**config.mk**
```make
export PLATFORM = sky130hd
export DESIGN_NAME = fcmpFlagUnit
export DESIGN_NICKNAME = d
export VERILOG_FILES = /design/src/rtl/fcmpPkg.sv /design/src/rtl/fcmpOperandClass.sv /design/src/rtl/fcmpControl.sv /design/src/rtl/fcmpDatapath.sv /design/src/rtl/fcmpFlagUnit.sv
export SDC_FILE = /design/constraint.sdc
export NUM_CORES = 1
export LEC_CHECK = 0
export ABC_CLOCK_PERIOD_IN_PS = 1400
export BUFFER_PORTS_ARGS = -buffer_cell sky130_fd_sc_hd__buf_4
export CAP_MARGIN = 20
export CORE_MARGIN = 3
export CORE_UTILIZATION = 33
export DETAILED_ROUTE_END_ITERATION = 8
export GPL_ROUTABILITY_DRIVEN = 0
export PLACE_DENSITY = 0.59
export SYNTH_ARGS = -nofsm -noshare
export SYNTH_HDL_FRONTEND = slang
export SYNTH_SLANG_ARGS = --single-unit
```
**constraint.sdc**
```tcl
create_clock -name clk -period 1.4 [get_ports clk]
set_clock_uncertainty 0.1 [all_clocks]
set_input_delay 0.14 -clock clk [delete_from_list [all_inputs] [get_ports clk]]
set_output_delay 0.14 -clock clk [all_outputs]
set_load 0.02 [all_outputs]
```
**src/rtl/fcmpPkg.sv**
```systemverilog
package fcmpPkg;

  localparam int FLAG_W = 4;
  localparam int FLAG_C = 0;
  localparam int FLAG_Z = 1;
  localparam int FLAG_N = 2;
  localparam int FLAG_V = 3;

  typedef enum logic [1:0] {
    REL_EQ = 2'd0,
    REL_LT = 2'd1,
    REL_GT = 2'd2,
    REL_UN = 2'd3
  } relation_t;

  typedef struct packed {
    logic capture;
  } ctrlStrobe_t;

  function automatic logic [FLAG_W-1:0] relToFlags(input relation_t rel);
    logic [FLAG_W-1:0] f;
    f = '0;
    case (rel)
      REL_EQ: f[FLAG_Z] = 1'b1;
      REL_LT: begin
        f[FLAG_N] = 1'b1;
        f[FLAG_C] = 1'b1;
      end
      REL_UN: f[FLAG_V] = 1'b1;
      default: f = '0;
    endcase
    return f;
  endfunction

endpackage

```
**src/rtl/fcmpOperandClass.sv**
```systemverilog
module fcmpOperandClass #(
  parameter int EXP_W = 8,
  parameter int MAN_W = 23
) (
  input  logic [EXP_W+MAN_W:0] word,
  output logic                 isNan,
  output logic                 isZero,
  output logic [EXP_W+MAN_W:0] orderKey
);
  localparam int WORD_W = 1 + EXP_W + MAN_W;
  localparam int SIGN_BIT = WORD_W - 1;

  logic expAllOnes;
  logic fracNonZero;

  always_comb begin
    expAllOnes  = &word[SIGN_BIT-1:MAN_W];
    fracNonZero = |word[MAN_W-1:0];
    isNan       = expAllOnes && fracNonZero;
    isZero      = ~|word[SIGN_BIT-1:0];
    // Map sign-magnitude onto a monotonic unsigned key.
    if (word[SIGN_BIT]) orderKey = ~word;
    else                orderKey = {1'b1, word[SIGN_BIT-1:0]};
  end

endmodule

```
**src/rtl/fcmpControl.sv**
```systemverilog
module fcmpControl
  import fcmpPkg::*;
(
  input  logic        clk,
  input  logic        rstN,
  input  logic        opValid,
  output ctrlStrobe_t strobe,
  output logic        flagWe
);

  always_comb strobe.capture = opValid;

  always_ff @(posedge clk or negedge rstN) begin
    if (!rstN) flagWe <= 1'b0;
    else       flagWe <= opValid;
  end

  a_r2_we_after_valid: assert property (@(posedge clk) disable iff (!rstN)
    opValid |=> flagWe);
  a_r2_we_low_when_idle: assert property (@(posedge clk) disable iff (!rstN)
    !opValid |=> !flagWe);

endmodule

```
**src/rtl/fcmpDatapath.sv**
```systemverilog
module fcmpDatapath
  import fcmpPkg::*;
#(
  parameter int EXP_W = 8,
  parameter int MAN_W = 23
) (
  input  logic                 clk,
  input  logic                 rstN,
  input  ctrlStrobe_t          strobe,
  input  logic [EXP_W+MAN_W:0] opA,
  input  logic [EXP_W+MAN_W:0] opB,
  output logic [FLAG_W-1:0]    flagsOut,
  output logic                 unordered
);
  localparam int WORD_W = 1 + EXP_W + MAN_W;
  localparam int NUM_OPS = 2;

  logic [WORD_W-1:0] opWord [NUM_OPS];
  logic              opNan  [NUM_OPS];
  logic              opZero [NUM_OPS];
  logic [WORD_W-1:0] opKey  [NUM_OPS];

  always_comb begin
    opWord[0] = opA;
    opWord[1] = opB;
  end

  for (genvar i = 0; i < NUM_OPS; i++) begin : g_class
    fcmpOperandClass #(.EXP_W(EXP_W), .MAN_W(MAN_W)) u_class (
      .word    (opWord[i]),
      .isNan   (opNan[i]),
      .isZero  (opZero[i]),
      .orderKey(opKey[i])
    );
  end

  relation_t relNext;

  always_comb begin
    if (opNan[0] || opNan[1])         relNext = REL_UN;
    else if (opZero[0] && opZero[1])  relNext = REL_EQ;
    else if (opKey[0] == opKey[1])    relNext = REL_EQ;
    else if (opKey[0] < opKey[1])     relNext = REL_LT;
    else                              relNext = REL_GT;
  end

  always_ff @(posedge clk or negedge rstN) begin
    if (!rstN) begin
      flagsOut  <= '0;
      unordered <= 1'b0;
    end else if (strobe.capture) begin
      flagsOut  <= relToFlags(relNext);
      unordered <= (relNext == REL_UN);
    end
  end

  a_r6_unordered_pattern: assert property (@(posedge clk) disable iff (!rstN)
    unordered |-> (flagsOut == 4'b1000));
  a_r3_zero_exclusive: assert property (@(posedge clk) disable iff (!rstN)
    flagsOut[FLAG_Z] |-> (flagsOut == 4'b0010 && !unordered));
  a_r4_less_pair: assert property (@(posedge clk) disable iff (!rstN)
    flagsOut[FLAG_N] |-> (flagsOut[FLAG_C] && !flagsOut[FLAG_V]));
  a_r9_hold_idle: assert property (@(posedge clk) disable iff (!rstN)
    !strobe.capture |=> ($stable(flagsOut) && $stable(unordered)));

endmodule

```
**src/rtl/fcmpFlagUnit.sv**
```systemverilog
module fcmpFlagUnit
  import fcmpPkg::*;
#(
  parameter int EXP_W = 8,
  parameter int MAN_W = 23
) (
  input  logic                 clk,
  input  logic                 rstN,
  input  logic                 opValid,
  input  logic [EXP_W+MAN_W:0] opA,
  input  logic [EXP_W+MAN_W:0] opB,
  output logic [FLAG_W-1:0]    flagsOut,
  output logic                 flagWe,
  output logic                 unordered
);

  ctrlStrobe_t strobe;

  fcmpControl u_control (
    .clk    (clk),
    .rstN   (rstN),
    .opValid(opValid),
    .strobe (strobe),
    .flagWe (flagWe)
  );

  fcmpDatapath #(.EXP_W(EXP_W), .MAN_W(MAN_W)) u_datapath (
    .clk      (clk),
    .rstN     (rstN),
    .strobe   (strobe),
    .opA      (opA),
    .opB      (opB),
    .flagsOut (flagsOut),
    .unordered(unordered)
  );

  a_r1_reset_quiet: assert property (@(posedge clk)
    !rstN |-> (flagsOut == 4'b0000 && !flagWe && !unordered));

endmodule

```
; ---- Yosys cells after proc, flatten, opt, wreduce, memory -nomap -nowiden
; Index checks and enable logic that the tools add are counted.
[totals]
regBits = 6
input_bits = 67
out_inout_bits = 6
wordCells = 31
[classes]
magnitude_cmp = 1
eq_ne = 3
muxes = 9
bitwise_logic = 2
n_reduce_logical = 13
[op_table]
columns = cell, count
row1 = 32-bit two-way mux, 2
row2 = 32-bit NOT, 2
row3 = 31-bit OR reduction, 2
row4 = 23-bit OR reduction, 2
row5 = 32-bit equality test, 1
row6 = 32-bit less-than comparator, 1
row7 = 8-bit AND reduction, 2
row8 = 2-bit two-way mux, 4
row9 = 1-bit logical AND, 3
row10 = 1-bit two-way mux, 3
row11 = 2-bit by 1-bit equality test with 1-bit output (second input constant), 1
row12 = 2-bit equality test (second input constant), 1
row13 = 1-bit zero test, 2
row14 = 2-bit zero test, 1
row15 = 1-bit logical OR, 1

; ---- Longest topological paths before layout
[depth]
ltp_word = 9
ltp_mapped = 9
mapped_depth_nobuf = 7

; ---- Modules after synthesis
; A second synthesis with hierarchy kept.
[hier_totals]
hier_cells = 231
hier_area_um2 = 1781.7
[by_module_without_submodules]
columns = module, instances, cells_per_inst, area_each_um2, seq_area_each_um2
row1 = fcmpDatapath, 1, 125, 938.4, 75.1
row2 = fcmpOperandClass, 2, 52, 405.4, 0.0
row3 = fcmpControl, 1, 2, 32.5, 25.0

; ---- Worst setup path before layout
; Ideal clock, no wire load.
[synth_timing]
kind = in2reg
start = input opA[31]
end = register u_datapath.flagsOut[2]
setup_ps = 130
t_arrival_ps = 2380
required_time_ps = 1170
slack_ps = -1209
cell_stages = 9
path_buffers = 2
cell_sequence = clkbuf_1 > buf_1 > xor2_1 > ha_1 > nand4_1 > or4_1 > or3b_1 > o31ai_1 > o41ai_1
[synth_via]
elab_chain_len = 9
word_cells_on_any_way = 10
cone_classes = order compare (1) / eq/ne (2) / mux (6) / bitwise (1)
[synth_lines]
columns = item, line_no
row1 = from (decl), fcmpFlagUnit.sv:10  ; input logic [EXP_W+MAN_W:0] opA,
row2 = 32-bit NOT, fcmpOperandClass.sv:22  ; if (word[SIGN_BIT]) orderKey = ~word;
row3 = 32-bit two-way mux *, fcmpOperandClass.sv:22
row4 = 32-bit less-than comparator, fcmpDatapath.sv:43  ; else if (opKey[0] < opKey[1]) relNext = REL_LT;
row5 = 2-bit two-way mux, fcmpDatapath.sv:43
row6 = 2-bit two-way mux *, fcmpDatapath.sv:42  ; else if (opKey[0] == opKey[1]) relNext = REL_EQ;
row7 = 2-bit two-way mux *, fcmpDatapath.sv:41  ; else if (opZero[0] && opZero[1]) relNext = REL_EQ;
row8 = 2-bit two-way mux *, fcmpDatapath.sv:40  ; if (opNan[0] || opNan[1]) relNext = REL_UN;
row9 = 2-bit by 1-bit equality test with 1-bit output *, fcmpPkg.sv:23  ; case (rel)
row10 = 1-bit two-way mux *, fcmpPkg.sv:23
row11 = to (signal assigned), fcmpDatapath.sv:52  ; flagsOut <= relToFlags(relNext);
row12 = to (decl), fcmpDatapath.sv:12  ; output logic [FLAG_W-1:0] flagsOut,
; Every way passes the cells marked *; elsewhere a longest branch is shown, timed or not.
; A chain may end at the register's enable or synchronous reset.

; ---- Worst setup path in the final report
; Ends and elaborated chain as after synthesis.

==> impl_metrics.env <==
export IMPL_ys_ff_latch=4
export IMPL_viasPerCell=4.978
export IMPL_async_flop_share_pct=100.0
export IMPL_slew_viol_final=0
export IMPL_setup_slack_ns=-0.6393
export IMPL_grt_max_degree=14
export IMPL_diodes=0
export IMPL_synth_edf_count=0
export IMPL_path_class="primary input to register"
export IMPL_fin_total_pwr_uw=1389
export IMPL_synth_cell_types=34
export IMPL_route_final_wire_length_um=5178
export IMPL_hold_path_class="primary input to asynchronous set/reset pin"
export IMPL_clkLatencyLatePin_ns=0.21
export IMPL_die_w_um=76.10
export IMPL_io_buffers=72
export IMPL_num_nets_final=407
export IMPL_cts_buffers=3
export IMPL_cp_max_fo=5
export IMPL_max_stage_delay_ns=0.56
export IMPL_ir_worst_vdd_v=0.0002827
export IMPL_avgSynthCellArea_um2=8.231
export IMPL_finalNonFillerCells=371
export IMPL_start_util_pct=35.76
export IMPL_setup_tns_ns=-1.235
export IMPL_num_fill_cells=413
export IMPL_drv_cap=0
export IMPL_setup_worst_path_end_class="register"
export IMPL_rows=24
export IMPL_die_area_um2=5791
export IMPL_fin_util_pct=60.95
export IMPL_cts_buffer_depth=2
export IMPL_fin_crit_sh_pct=145.7
export IMPL_relSlewSlack_pct=75.19
export IMPL_cp_required_ns=1.39
export IMPL_vias=1847
export IMPL_cts_root_buf="clkbuf_8"
export IMPL_clk_pin_slew_ns=0.03
export IMPL_wl_per_cell_um=13.96
export IMPL_drc=0
export IMPL_path_cells="buf_16 -> xor2_2 -> ha_1 -> nand4_1 -> or4_4 -> or3b_4 -> o31ai_1 -> o41ai_2"
export IMPL_critPathSlowestCell="or4_4"
export IMPL_htreeDepth=1
export IMPL_cts_sinks=4
export IMPL_dr_pass1_iters=4
export IMPL_syn2layout_area_growth_pct=70.45
export IMPL_final_antenna_net_count=0
export IMPL_dp_cells=358
export IMPL_drt_iter0_drc=65
export IMPL_synthCells=197
export IMPL_rsz0062_at_grt="yes"
export IMPL_boundaryPins=73
export IMPL_synth_nets=296
export IMPL_yosys_warnings=0
export IMPL_core_um2=4534
export IMPL_hold_viol=0
export IMPL_tritoncts="done"
export IMPL_drive_gt1_share_pct=43.46
export IMPL_seq_area_um2=100.1
export IMPL_antenna_found_initial=0
export IMPL_timing_fmax_mhz=490.4
export IMPL_setup_viol=3
export IMPL_grt_overflow=0
export IMPL_place_hpwl_um=4191
export IMPL_worstRegToRegCells=2
export IMPL_synth_ff_type="dfrtp_1"
export IMPL_p_leak_uw=0.001294
export IMPL_synth_yosys_seq_area_share_pct=6.173
export IMPL_failed_checks="negative setup slack"
export IMPL_fin_crit_ns=2.039
export IMPL_grt_pass1_wl_um=8390
export IMPL_syn_area_um2=1622
export IMPL_status="finished with violations"
export IMPL_grt_usage_pct=17.34
export IMPL_cp_arrival_ns=2.03
export IMPL_die_h_um=76.10
export IMPL_multi_input_comb_area_um2=1536
export IMPL_grt_pass1_vias=1894
export IMPL_critPathLaunchType="primary input"
export IMPL_cellPowerDensity_nw_per_um2=502.4
export IMPL_worst_pin_slew_ns=0.3699
-- power by group --
part	leakage [uW]	internal, uW	switching (uW)	total (uW)
Clock	0.0000216	183	58.2	241
Combinational	0.00122	568	449	1020
Sequential	0.0000500	125	5.29	130
-- layout by cell type (no fill, tap or decap), drive strengths merged, types with 5 or more instances in the layout --
cell,netlist,routed
a21o,5,5
nand4,13,13
nor4,15,15
a21oi,10,10
ha,32,32
xor2,31,31
o21ai,6,6
nand2,10,10
xnor2,31,31
buf,8,113
-- final cells by class --
class,count,share of cell area [%]
tap,65,2.943
inverter,3,0.4074
sequential,4,3.622
multi-input combinational,180,55.59
clock buffer,3,1.494
timing repair buffer,116,35.94
-- cells in the mapped netlist (2+ instances only) --
| library cell | instances | area [um2] |
|---|---|---|
| a21o_1 | 5 | 37.54 |
| a21oi_1 | 10 | 50.05 |
| a221oi_1 | 2 | 17.52 |
| buf_1 | 6 | 22.52 |
| buf_4 | 2 | 15.01 |
| clkbuf_1 | 2 | 7.510 |
| dfrtp_1 | 4 | 100.1 |
| ha_1 | 32 | 400.4 |
| inv_1 | 3 | 11.26 |
| nand2_1 | 10 | 37.54 |
| nand2b_1 | 3 | 18.77 |
| nand4_1 | 13 | 81.33 |
| nor2_1 | 2 | 7.510 |
| nor3_1 | 3 | 15.01 |
| nor4_1 | 15 | 93.84 |
| o21ai_0 | 6 | 30.03 |
| or2_2 | 2 | 12.51 |
| xnor2_1 | 31 | 271.5 |
| xor2_1 | 31 | 271.5 |
-- stage by stage --
step	hold WS, ns	worst slack, ns	area (um2)
after detailed placement	-0.1605	-1.016	2466
after CTS	0.1667	-0.6076	2688
final	0.1689	-0.6393	2764
after global routing	0.1626	-0.6771	2764
after floorplan	-0.2556	-0.8189	1694
after global placement	-0.1623	-0.9450	2466
-- path summary, 6_finish.rpt --
| path | startpoint | endpoint | slack, ns |
|---|---|---|---|
| setup reg to reg | u_datapath.flagsOut[2]$_DFFE_PN0P_ | u_datapath.flagsOut[2]$_DFFE_PN0P_ | 0.61 |
| hold reg to reg | u_datapath.flagsOut[3]$_DFFE_PN0P_ | u_datapath.flagsOut[3]$_DFFE_PN0P_ | 0.41 |
| max in group asynchronous | rstN | u_datapath.flagsOut[3]$_DFFE_PN0P_ | 0.93 |
| hold / removal | rstN | u_control.flagWe$_DFF_PN0_ | 0.17 |
| setup / recovery | opA[31] | u_datapath.flagsOut[2]$_DFFE_PN0P_ | -0.64 |
| min in group clk | opA[4] | u_datapath.flagsOut[2]$_DFFE_PN0P_ | 0.39 |
-- flip-flops by register name, indices dropped and copies added (netlist names) --
signal and cells:
u_datapath.flagsOut 3, u_control.flagWe 1
-- worst max-delay path: cells and delay by family --
family | cells | cell delay [ns]
adders and majority gates | 1 | 0.29
AOI/OAI and AO/OA | 2 | 0.19
buffers and inverters | 1 | 0.12
xor gates and xnor gates | 1 | 0.16
and+or+nand+nor | 3 | 1.11
-- per-layer routing --
metal  track usage, %  up-vias  part of all wire (%)
li1                 -      949                     -
met1            22.10      841                    45
met2            30.94       51                    50
met3            2.719        6                   4.6
met4            3.261        0                  0.79
met5                0        -                     0
-- cell families after synthesis --
group / count (synthesis) / synth area share [%]
compound gates: 33 / 13.58
xor+xnor: 62 / 33.49
simple gates: 53 / 18.60
flops: 4 / 6.173
buf+inv: 13 / 3.472
fa+ha+maj: 32 / 24.69
-- what timing repair did --
action,CTS,global route
endpoints found under the hold margin,5,0
resized for setup,18,7
setup buffers,4,1
pin swaps,11,6
hold buffers,2,0
gates cloned,2,1
endpoints found under the setup margin,3,3
Note: power is estimated with default switching activity, not from simulation.
